[src/rtl/tmac_pkg.sv]
package tmac_pkg;
  typedef logic [1:0] trit_t;

  // True when no trit in the vector uses the spare code 2'b11.
  function automatic logic trits_legal(input logic [63:0] v, input int n);
    logic ok;
    ok = 1'b1;
    for (int k = 0; k < n; k++) begin
      if (v[2*k +: 2] == 2'b11) ok = 1'b0;
    end
    return ok;
  endfunction
endpackage

[src/rtl/tern_fa.sv]
module tern_fa
  import tmac_pkg::*;
(
  input  trit_t a,
  input  trit_t b,
  input  logic  ci,
  output trit_t s,
  output logic  co
);
  logic [2:0] tot;
  always_comb begin
    tot = {1'b0, a} + {1'b0, b} + {2'b00, ci};
    if (tot >= 3'd3) begin
      s  = trit_t'(tot - 3'd3);
      co = 1'b1;
    end else begin
      s  = trit_t'(tot);
      co = 1'b0;
    end
  end
endmodule

[src/rtl/tern_rca.sv]
module tern_rca #(
  parameter int W = 10
) (
  input  logic [2*W-1:0] a,
  input  logic [2*W-1:0] b,
  input  logic           ci,
  output logic [2*W-1:0] s,
  output logic           co
);
  logic [W:0] c;
  assign c[0] = ci;
  for (genvar i = 0; i < W; i++) begin : g_cell
    tern_fa u_fa (
      .a (a[2*i +: 2]),
      .b (b[2*i +: 2]),
      .ci(c[i]),
      .s (s[2*i +: 2]),
      .co(c[i+1])
    );
  end
  assign co = c[W];
endmodule

[src/rtl/tern_row.sv]
module tern_row
  import tmac_pkg::*;
#(
  parameter int N = 5
) (
  input  logic [2*N-1:0]   x,
  input  trit_t            d,
  output logic [2*N+1:0]   r
);
  logic [N:0] c;
  assign c[0] = 1'b0;
  for (genvar j = 0; j < N; j++) begin : g_dig
    logic [3:0] m;
    always_comb begin
      m = 4'(x[2*j +: 2]) * 4'(d) + 4'(c[j]);
      c[j+1] = (m >= 4'd3);
      r[2*j +: 2] = c[j+1] ? trit_t'(m - 4'd3) : trit_t'(m);
    end
  end
  assign r[2*N +: 2] = {1'b0, c[N]};
endmodule

[src/rtl/tern_mult.sv]
module tern_mult #(
  parameter int N = 5,
  localparam int PW = 4*N
) (
  input  logic [2*N-1:0] x,
  input  logic [2*N-1:0] w,
  output logic [PW-1:0]  p,
  output logic           spill
);
  logic [PW-1:0] part [N];
  logic [N-1:0]  cy;
  assign cy[0] = 1'b0;

  for (genvar i = 0; i < N; i++) begin : g_row
    logic [2*N+1:0] row;
    logic [PW-1:0]  sh;
    tern_row #(.N(N)) u_row (.x(x), .d(w[2*i +: 2]), .r(row));
    assign sh = PW'(row) << (2*i);
    if (i == 0) begin : g_first
      assign part[0] = sh;
    end else begin : g_add
      tern_rca #(.W(2*N)) u_add (
        .a (part[i-1]),
        .b (sh),
        .ci(1'b0),
        .s (part[i]),
        .co(cy[i])
      );
    end
  end

  assign p     = part[N-1];
  assign spill = |cy;
endmodule

[src/rtl/ternary_mac.sv]
module ternary_mac
  import tmac_pkg::*;
#(
  parameter int NT   = 5,
  parameter bit PIPE = 1'b0,
  localparam int AT  = 2*NT,
  localparam int XW  = 2*NT,
  localparam int AW  = 2*AT
) (
  input  logic          clk,
  input  logic          rst,
  input  logic          first_i,
  input  logic          valid_i,
  input  logic [XW-1:0] x_i,
  input  logic [XW-1:0] w_i,
  input  logic [AW-1:0] bias_i,
  output logic [AW-1:0] acc_o,
  output logic          wrap_o
);
  logic [AW-1:0] prod, prod_s, bias_s, addend, sum, acc_q;
  logic          spill, first_s, valid_s, co, wrap_q;

  tern_mult #(.N(NT)) u_mult (.x(x_i), .w(w_i), .p(prod), .spill(spill));

  if (PIPE) begin : g_pipe
    logic [AW-1:0] prod_q, bias_q;
    logic          first_q, valid_q;
    always_ff @(posedge clk) begin
      if (rst) begin
        prod_q  <= '0;
        bias_q  <= '0;
        first_q <= 1'b0;
        valid_q <= 1'b0;
      end else begin
        prod_q  <= prod;
        bias_q  <= bias_i;
        first_q <= first_i;
        valid_q <= valid_i;
      end
    end
    assign prod_s  = prod_q;
    assign bias_s  = bias_q;
    assign first_s = first_q;
    assign valid_s = valid_q;

    // an accepted pair reaches the accumulate stage one cycle later
    assert_pipe_lag_R6: assert property (@(posedge clk) disable iff (rst)
      valid_i |=> valid_q);
  end else begin : g_serial
    assign prod_s  = prod;
    assign bias_s  = bias_i;
    assign first_s = first_i;
    assign valid_s = valid_i;
  end

  assign addend = first_s ? bias_s : acc_q;

  tern_rca #(.W(AT)) u_acc_add (
    .a (prod_s),
    .b (addend),
    .ci(1'b0),
    .s (sum),
    .co(co)
  );

  always_ff @(posedge clk) begin
    if (rst) begin
      acc_q  <= '0;
      wrap_q <= 1'b0;
    end else if (valid_s) begin
      acc_q  <= sum;
      wrap_q <= first_s ? co : (wrap_q | co);
    end
  end

  assign acc_o  = acc_q;
  assign wrap_o = wrap_q;

  // reset leaves a zero result and a clear flag
  assert_reset_clear_R2: assert property (@(posedge clk)
    rst |=> (acc_q == '0 && !wrap_q));

  // no accepted pair, no change
  assert_hold_idle_R5: assert property (@(posedge clk) disable iff (rst)
    !valid_s |=> ($stable(acc_q) && $stable(wrap_q)));

  // flag stays up across non-first pairs
  assert_wrap_sticky_R7: assert property (@(posedge clk) disable iff (rst)
    (valid_s && !first_s && wrap_q) |=> wrap_q);

  // result trits never use the spare code
  assert_legal_trits_R8: assert property (@(posedge clk) disable iff (rst)
    trits_legal(64'(acc_q), AT));

  // the product of two legal operands fits in the product width
  assert_prod_fits_R3: assert property (@(posedge clk) disable iff (rst)
    (valid_i && trits_legal(64'(x_i), NT) && trits_legal(64'(w_i), NT)) |-> !spill);
endmodule

[config.mk]
export PLATFORM = sky130hd
export DESIGN_NAME = ternary_mac
export DESIGN_NICKNAME = d
export VERILOG_FILES = /design/src/rtl/tmac_pkg.sv /design/src/rtl/tern_fa.sv /design/src/rtl/tern_rca.sv /design/src/rtl/tern_row.sv /design/src/rtl/tern_mult.sv /design/src/rtl/ternary_mac.sv
export SDC_FILE = /design/constraint.sdc
export NUM_CORES = 1
export LEC_CHECK = 0
export ABC_AREA = 1
export BUFFER_PORTS_ARGS = -buffer_cell sky130_fd_sc_hd__buf_2
export CORE_MARGIN = 2
export CORE_UTILIZATION = 40
export DETAILED_ROUTE_END_ITERATION = 10
export GPL_ROUTABILITY_DRIVEN = 1
export GPL_TIMING_DRIVEN = 1
export PLACE_DENSITY = 0.61
export SYNTH_ARGS = -nofsm -noshare
export SYNTH_HDL_FRONTEND = slang
export SYNTH_SLANG_ARGS = --single-unit
export TNS_END_PERCENT = 10
[constraint.sdc]
create_clock -name clk -period 28.8 [get_ports clk]
set_clock_uncertainty 0.2 [all_clocks]
set_input_delay 8.64 -clock clk [delete_from_list [all_inputs] [get_ports clk]]
set_output_delay 8.64 -clock clk [all_outputs]
set_load 0.01 [all_outputs]
==> results of run 1 <==
==> synth_stat cells (8+ instances only) <==
cell type,number,share of area (%)
a21oi_1,17,1.1
buf_2,11,0.72
buf_4,8,0.78
dfxtp_1,21,5.5
fa_1,88,23
ha_1,115,19
inv_1,269,13
mux2i_1,19,2.5
nand2_1,321,16
nand2_2,18,1.5
nand3_1,43,2.8
nand3b_1,19,1.9
nor2_1,43,2.1
o211ai_1,8,0.78
o21ai_0,37,2.4
xnor2_1,8,0.91
xor2_1,23,2.6
==> worst register-to-register path: cells and delay by family (launching register included) <==
family | cells | cell delay (ns)
adder cells (fa/ha/maj) | 30 | 9.56
buffers and inverters | 27 | 1.72
AND/OR/NAND/NOR | 12 | 1.24
AO/OA/AOI/OAI | 3 | 0.38
flip-flops | 1 | 0.33
==> cell usage in the layout, fill, tap and decap left out <==
master / count
nand2_1: 320
inv_1: 268
ha_1: 108
fa_1: 86
buf_2: 64
nand3_1: 43
o21ai_0: 35
nor2_1: 26
xor2_1: 21
dfxtp_1: 21
nand3b_1: 19
nand2_2: 19
mux2i_1: 19
a21oi_1: 17
nor2_4: 12
xnor2_1: 8
o211ai_1: 8
buf_4: 8
a21oi_2: 7
inv_2: 7
nor2_2: 7
a31oi_1: 7
ha_2: 7
o21ai_1: 6
mux2_2: 4
conb_1: 3
clkbuf_16: 3
xor2_2: 2
fa_2: 2
a21oi_4: 1
nand2_4: 1
o21ai_2: 1
or2_2: 1
clkbuf_1: 1
==> state kept, by name, indices dropped and copies added (netlist names) <==
name	cells
wrap_o	1
acc_o	20
==> layout make-up <==
cell class | count | area, um2
clock buffers | 4 | 78.83
well taps | 234 | 292.8
multi-input cells | 790 | 6208
repair buffers | 72 | 380.4
inverters | 275 | 1032
flip-flops and latches | 21 | 420.4
fillers | 1971 | 10350
==> per-stage QoR <==
| stage | instances | setup slack [ns] | instance area [um2] | utilization [%] |
|---|---|---|---|---|
| 2_1_floorplan | 1115 | 1.021 | 7690 | - |
| 3_3_place_gp | 1390 | 0.2365 | 8173 | 43.55 |
| 3_5_place_dp | 1390 | -0.2237 | 8173 | 43.55 |
| 4_1_cts | 1394 | 0.07057 | 8252 | 43.97 |
| 5_1_grt | 1396 | -0.03140 | 8413 | 44.83 |
| 6_report | 1396 | 1.098 | 8413 | 44.83 |
==> path summary, 6_finish.rpt <==
check | cells after the start | endpoint | startpoint | slack, ns
worst max-delay path | 91 | wrap_o$_SDFFE_PP0P_ | x_i[0] | 1.10
worst min-delay path | 2 | wrap_o$_SDFFE_PP0P_ | wrap_o$_SDFFE_PP0P_ | 0.29
worst max register to register | 72 | wrap_o$_SDFFE_PP0P_ | acc_o[0]$_SDFFE_PP0P_ | 15.30
worst min register to register | 2 | wrap_o$_SDFFE_PP0P_ | wrap_o$_SDFFE_PP0P_ | 0.29
==> cell families after synthesis <==
family / Yosys count
buf+inv: 304
flops: 21
mux: 23
compound gates: 82
xor+xnor: 31
fa+ha+maj: 203
other cells: 1
simple gates: 448
==> metal layers <==
metal,wire [um],up-vias,GRT usage (%)
met3,327,7,0.6057
li1,-,3443,-
met1,7573,2893,20.87
met2,7304,79,28.34
met4,67,0,1.251
met5,0,-,0
==> what timing repair did <==
action	in CTS	in global routing
gates resized for setup	0	45
endpoints found under the hold margin	0	0
endpoints found under the setup margin	0	3
buffers inserted	0	2
==> impl_metrics.tcl, run 1 <==
set metrics [dict create \
    synth-main-ff-cell "dfxtp_1" \
    antenna_found_initial 0 \
    fp.coreArea_um2 18770 \
    hold_violations 0 \
    synth_warnings 0 \
    avgSynthCellArea_um2 6.902 \
    worstMarginPinSlew_ns 0.5249 \
    status "finished, final reports clean" \
    drtIter0Drc 163 \
    grt_pass1_vias 6041 \
    drive_gt1_share_pct 12.56 \
    setup_viol 0 \
    drtAntennaViolNets 0 \
    worstSkewPairLatency_ns 0.25 \
    hold_class "flip-flop to flip-flop" \
    wl_um 15270 \
    clkSlewWorstSetupHoldPaths_ns 0.06 \
    synth-adder-area-share_pct 41.66 \
    dr.pass1.iters 4 \
    required_ns 28.79 \
    ys_async_sr_fraction_pct 0 \
    crit_family "adder cells" \
    cts_tree "yes" \
    drv_cap 0 \
    synth-xor-area-share_pct 3.534 \
    hold_slack_ns 0.2923 \
    synth_edf_count 0 \
    nets 1410 \
    numCtsBuffers 3 \
    finalMaxSlewViolations 0 \
    fin_crit_sh_pct 96.19 \
    drc 0 \
    antenna_cells 0 \
    gp_congestion 0.8087 \
    overflow 0 \
    grt.total_usage_pct 15.40 \
    synth.distinct_cells 29 \
    ys_seq_area_share_pct 5.472 \
    setup_tns_ns 0 \
    portBuffers 64 \
    wl_per_cell_um 10.94 \
    fin_crit_ns 27.70 \
    synth_top_family_by_area "adder cells" \
    netlist_instances 1113 \
    via_count 6422 \
    cts-root-buf "clkbuf_16" \
    syn_to_final_growth_pct 9.511 \
    clk_path_buf_depth 2 \
    grt_pass1_wl_um 26370 \
    die_x_um 142.6 \
    yosys.area_share.simple_pct 24.30 \
    path_class "input port to flip-flop" \
    cts_hold_buf 0 \
    cpMostUsedCell "fa_1" \
    synth_compound_area_share_pct 6.205 \
    synth-seq-cells 21 \
    initial_core_util_pct 40.93 \
    rows 50 \
    crit_buf_inv 20 \
    worstPathArrival_ns 27.69 \
    io_pins 65 \
    critPathCaptureType "flip-flop" \
    hpwl_um 13630 \
    crit_path_top_delay_cell "fa_1" \
    critPathMaxFanout 4 \
    slew_headroom_pct 65.01 \
    timing.fmax_mhz 36.10 \
    slowest_delay_ns 0.60 \
    critPathLaunchType "input port" \
    cts_max_level 1 \
    synth_area_um2 7682 \
    cts_num_sinks 21 \
    synth.area.mux_share_pct 3.062 \
    vias_per_cell 4.600 \
    die_h_um 142.6 \
    grt_max_degree 32 \
    dieArea_um2 20330 \
]
Power of run 1 is left out: the tool's default activity adds up to more than one toggle a clock period on the data nets, which glitch-free logic cannot reach.
==> run 2, diff against run 1 <==
--- a/config.mk
+++ b/config.mk
@@ -5,14 +5,13 @@
 export SDC_FILE = /design/constraint.sdc
 export NUM_CORES = 1
 export LEC_CHECK = 0
-export ABC_AREA = 1
 export BUFFER_PORTS_ARGS = -buffer_cell sky130_fd_sc_hd__buf_2
 export CORE_MARGIN = 2
 export CORE_UTILIZATION = 40
 export DETAILED_ROUTE_END_ITERATION = 10
 export GPL_ROUTABILITY_DRIVEN = 1
 export GPL_TIMING_DRIVEN = 1
-export PLACE_DENSITY = 0.61
+export PLACE_DENSITY = 0.62
 export SYNTH_ARGS = -nofsm -noshare
 export SYNTH_HDL_FRONTEND = slang
 export SYNTH_SLANG_ARGS = --single-unit
==> run 2 against run 1 <==
  * Via count decreased by 20%
  * Sequential cell count unchanged
  * Maximum frequency is 0.59% lower
  * Register-to-register slack improved by 0.50 ns
  * Die area down 8.7%
  * Critical path type unchanged
==> impl_metrics.tcl, run 2 <==
set metrics [dict create \
    grt_pass1_vias 4970 \
    drv_cap 0 \
    fp.coreArea_um2 17180 \
    hpwl_um 11600 \
    ys_seq_area_share_pct 6.008 \
    grt.total_usage_pct 14.40 \
    dieArea_um2 18570 \
    timing.rr.start "acc_o[0]$_SDFFE_PP0P_" \
    cts_tree "yes" \
    portBuffers 64 \
    slowest_delay_ns 0.60 \
    via_count 5107 \
    syn_to_final_growth_pct 13.43 \
    synth_warnings 0 \
    synth_edf_count 0 \
    cts_max_level 1 \
    grt_pass1_wl_um 22220 \
    r2r-end "acc_o[18]$_SDFFE_PP0P_" \
    synth-seq-cells 21 \
    dr.pass1.iters 4 \
    hold_slack_ns 0.2953 \
    layout_commonest_cell "ha_1" \
    path_class "input port to flip-flop" \
    worstMarginPinSlew_ns 0.6956 \
    timing.fmax_mhz 35.89 \
    critPathLaunchType "input port" \
    yosysMostFrequentCell "ha_1" \
    min_from "wrap_o$_SDFFE_PP0P_" \
    status "finished, final reports clean" \
    vias_per_cell 4.873 \
    ys_async_sr_fraction_pct 0 \
    drive_gt1_share_pct 19.20 \
    grt_max_degree 41 \
    die_x_um 136.3 \
    clkSlewWorstSetupHoldPaths_ns 0.06 \
    cts_num_sinks 21 \
    clk_path_buf_depth 2 \
    numCtsBuffers 3 \
    min_to "wrap_o$_SDFFE_PP0P_" \
    gp_congestion 0.7829 \
    worstPathArrival_ns 27.80 \
    reg2reg_slack_ns 15.80 \
    worstSkewPairLatency_ns 0.25 \
    io_pins 65 \
    critPathCaptureType "flip-flop" \
    drtAntennaViolNets 0 \
    initial_core_util_pct 40.74 \
    wl_um 13200 \
    antenna_found_initial 0 \
    critPathMaxFanout 10 \
    crit_path_top_delay_cell "fa_2" \
    rows 48 \
    setup_viol 0 \
    finalNonFillerCells 1048 \
    antenna_cells 0 \
    hold_class "flip-flop to flip-flop" \
    reg2regPathDepth 55 \
    largest_reg_flops 20 \
    hold_depth 2 \
    synth.area.top_cells "fa_1, ha_1, mux2i_1" \
    overflow 0 \
    cts-root-buf "clkbuf_16" \
    hold_violations 0 \
    final_cell_mix "ha_1, inv_1, fa_1" \
    cts_hold_buf 0 \
    ys_top_cells_by_count "ha_1, inv_1, fa_1" \
    drc 0 \
    synth.top_cell.area_share_pct 25.17 \
    netlist_instances 756 \
    drtIter0Drc 113 \
    synth_area_um2 6998 \
    placed_cells 1038 \
    fin_crit_ns 27.87 \
    synth.distinct_cells 42 \
    slew_headroom_pct 53.63 \
    finalMaxSlewViolations 0 \
    required_ns 28.73 \
    fin_crit_sh_pct 96.76 \
    final_core_util_pct 46.21 \
    nets 1071 \
    yosysTopAreaCell "fa_1" \
    die_h_um 136.3 \
    cpMostUsedCell "fa_1" \
    avgSynthCellArea_um2 9.257 \
    synth-main-ff-cell "dfxtp_1" \
    wl_per_cell_um 12.60 \
]
## run 2: cell type report
type | count | area (um2)
inverter | 108 | 405.4
tap | 225 | 281.5
timing repair buffer | 79 | 432.9
multi-input combinational | 611 | 6317
fill | 1672 | 9239
clock buffer | 3 | 75.07
sequential | 21 | 420.4
clock inverter | 1 | 5.005
## run 2: kinds of logic after synthesis
| kind of cell | count (synthesis) | share of synthesized area, % |
|---|---|---|
| compound gates | 99 | 9.923 |
| xor+xnor | 57 | 7.134 |
| fa+ha+maj | 203 | 45.74 |
| buf+inv | 126 | 7.062 |
| flops | 21 | 6.007 |
| mux | 72 | 10.78 |
| other cells | 1 | 0.05359 |
| simple gates | 177 | 13.30 |
## run 2: what timing repair did
item,4_1_cts,5_1_grt
resized for setup,5,52
pin swaps,0,10
endpoints found under the setup margin,3,3
setup buffers,0,6
## run 2: worst max-delay path: cells and delay by family
family	cells	cell delay, ns
AO/OA/AOI/OAI	6	1.08
AND/OR/NAND/NOR	16	1.85
buffers and inverters	17	1.27
multiplexers	1	0.15
XOR/XNOR	4	0.38
adder cells (fa/ha/maj)	43	14.39
## run 2: worst max-delay path by stage
stage	from	end	slack, ns	cells past startpoint
6_report	x_i[0]	acc_o[18]$_SDFFE_PP0P_	0.93	87
3_3_place_gp	x_i[0]	acc_o[18]$_SDFFE_PP0P_	-0.27	85
5_1_grt	x_i[0]	acc_o[18]$_SDFFE_PP0P_	-0.03	87
3_5_place_dp	x_i[0]	acc_o[18]$_SDFFE_PP0P_	-0.54	86
2_1_floorplan	w_i[1]	acc_o[18]$_SDFFE_PP0P_	0.77	84
4_1_cts	x_i[0]	acc_o[18]$_SDFFE_PP0P_	0.04	86
## run 2: layer usage
layer | part of all wire, % | vias to the layer above | track usage, %
met1 | 50 | 2373 | 20.16
met4 | 0.98 | 0 | 2.315
met5 | 0 | - | 0
met2 | 47 | 65 | 24.90
li1 | - | 2658 | -
met3 | 2.6 | 11 | 0.8203
## run 2: through the flow
stage          setup TNS, ns  setup WS (ns)  area, um2
2_1_floorplan              0         0.7704       7005
3_3_place_gp         -0.7307        -0.2708       7586
3_5_place_dp          -1.508        -0.5400       7586
4_1_cts                    0        0.03667       7679
5_1_grt             -0.03463       -0.02955       7938
6_report                   0         0.9342       7938
Power of run 2 is left out for the same reason.
==> run 3, diff against run 2 <==
--- a/config.mk
+++ b/config.mk
@@ -11,7 +11,7 @@
 export DETAILED_ROUTE_END_ITERATION = 10
 export GPL_ROUTABILITY_DRIVEN = 1
 export GPL_TIMING_DRIVEN = 1
-export PLACE_DENSITY = 0.62
+export PLACE_DENSITY = 0.59
 export SYNTH_ARGS = -nofsm -noshare
 export SYNTH_HDL_FRONTEND = slang
 export SYNTH_SLANG_ARGS = --single-unit
==> constraint.sdc (replaced) <==
create_clock -name clk -period 27.2 [get_ports clk]
set_clock_uncertainty 0.2 [all_clocks]
set_input_delay 8.16 -clock clk [delete_from_list [all_inputs] [get_ports clk]]
set_output_delay 8.16 -clock clk [all_outputs]
set_load 0.01 [all_outputs]
==> run 3 against run 2 <==
  * Cell area rose by 6.6%
  * Register-to-register slack worse by 1.3 ns
  * Via count grew 4.3%
  * Utilization is 3.1 points higher
  * Critical path depth shrank 2
  * Sequential share of layout area decreased by 0.33 points
  * Global-route usage rose by 1.1 points
  * Die area unchanged
  * Clock-buffer cell count unchanged
  * Hold slack got worse by 0.0064 ns
  * Routed wire length increased by 6.7%
  * Final cell count up 5.1%
==> impl_metrics.tcl, run 3 (synthesized netlist as in run 2, its figures left out) <==
set metrics [dict create \
    status "finished, final reports clean" \
    hold_violations 0 \
    initial_core_util_pct 40.74 \
    min_from "acc_o[19]$_SDFFE_PP0P_" \
    nets 1124 \
    hold_class "flip-flop to flip-flop" \
    required_ns 27.13 \
    setup_viol 0 \
    dr.pass1.iters 4 \
    worstMarginPinSlew_ns 0.7033 \
    antenna_found_initial 0 \
    slew_headroom_pct 53.11 \
    fin_crit_sh_pct 98.50 \
    crit_path_top_delay_cell "fa_1" \
    die_x_um 136.3 \
    critPathCaptureType "flip-flop" \
    antenna_cells 0 \
    hpwl_um 12150 \
    critPathLaunchType "input port" \
    io_pins 65 \
    via_count 5328 \
    finalMaxSlewViolations 0 \
    dieArea_um2 18570 \
    rsz0062_at_grt "yes" \
    worstPathArrival_ns 26.72 \
    portBuffers 64 \
    cts_num_sinks 21 \
    dp_slack_ns -0.5505 \
    clkSlewWorstSetupHoldPaths_ns 0.06 \
    fp.coreArea_um2 17180 \
    timing.fmax_mhz 37.32 \
    fin_ws_ns 0.4069 \
    use_met1_pct 20.75 \
    die_h_um 136.3 \
    drtAntennaViolNets 0 \
    vias_per_cell 4.839 \
    final_cell_mix "inv_1, ha_1, fa_1" \
    cts_max_level 1 \
    numCtsBuffers 3 \
    cpMostUsedCell "fa_1" \
    slowest_delay_ns 0.56 \
    drtIter0Drc 108 \
    worstSkewPairLatency_ns 0.25 \
    grt_pass1_wl_um 23940 \
    timing.rr.start "acc_o[0]$_SDFFE_PP0P_" \
    crit_start "x_i[1]" \
    wl_um 14090 \
    cts-root-buf "clkbuf_16" \
    wl_per_cell_um 12.80 \
    use_met3_pct 0.8949 \
    drive_gt1_share_pct 29.68 \
    largest_reg_flops 20 \
    drv_cap 0 \
    drc 0 \
    cts_tree "yes" \
    syn_to_final_growth_pct 20.94 \
    rows 48 \
    gr-max-usage-layer "met2" \
    critPathMaxFanout 3 \
    grt_pass1_vias 5386 \
    clk_path_buf_depth 2 \
    grt_max_degree 41 \
    met2_usage_pct 28.50 \
    fin_crit_ns 26.79 \
    overflow 0 \
    grt.total_usage_pct 15.48 \
    path_class "input port to flip-flop" \
    gp_congestion 0.7747 \
]
==> run 3: cell types whose count changed in the layout (fill, tap and decap cells not counted), sizes merged <==
| cell | previous run | this run |
|---|---|---|
| buf | 79 | 132 |
==> run 3: final timing paths <==
path | endpoint | slack [ns] | cells after the start
setup / recovery | acc_o[18]$_SDFFE_PP0P_ | 0.41 | 85
hold / removal | acc_o[19]$_SDFFE_PP0P_ | 0.29 | 2
setup reg to reg | acc_o[18]$_SDFFE_PP0P_ | 14.47 | 55
hold reg to reg | acc_o[19]$_SDFFE_PP0P_ | 0.29 | 2
==> run 3: worst max-delay path: cells and delay by family <==
family | cells | cell delay (ns)
fa+ha+maj | 43 | 14.20
simple gates | 16 | 1.54
buf+inv | 17 | 1.41
xor+xnor | 4 | 0.52
mux | 2 | 0.48
compound gates | 3 | 0.40
==> run 3: final cells by class <==
| class | instances | area, um2 |
|---|---|---|
| Clock buffer | 3 | 75.07 |
| Clock inverter | 1 | 5.005 |
| Fill cell | 1654 | 8713 |
| Inverter | 108 | 405.4 |
| Multi-Input combinational cell | 611 | 6445 |
| Sequential cell | 21 | 420.4 |
| Tap cell | 225 | 281.5 |
| Timing Repair Buffer | 132 | 830.8 |
==> run 3: what timing repair did <==
item,4_1_cts,5_1_grt
buffers inserted,1,11
pin swaps,3,47
endpoints found under the setup margin,3,3
hold buffers,0,0
gates resized for setup,12,80
==> run 3: metrics by stage <==
stage / cells / hold slack [ns] / setup TNS [ns] / instance area [um2] / utilization [%]
2_1_floorplan: 758 / 0.3015 / 0 / 7043 / -
3_3_place_gp: 1085 / 0.2746 / -0.4932 / 7976 / 46.44
3_5_place_dp: 1085 / 0.2743 / -1.545 / 7976 / 46.44
4_1_cts: 1090 / 0.2845 / 0 / 8107 / 47.20
5_1_grt: 1101 / 0.3198 / -1.405 / 8463 / 49.27
6_report: 1101 / 0.2889 / 0 / 8463 / 49.27
==> run 3: routing by layer <==
layer / vias up / wire (um)
met5: - / 0
met4: 0 / 52
met3: 6 / 371
met2: 63 / 6970
met1: 2502 / 6699
li1: 2757 / -
Power of run 3 is left out for the same reason.
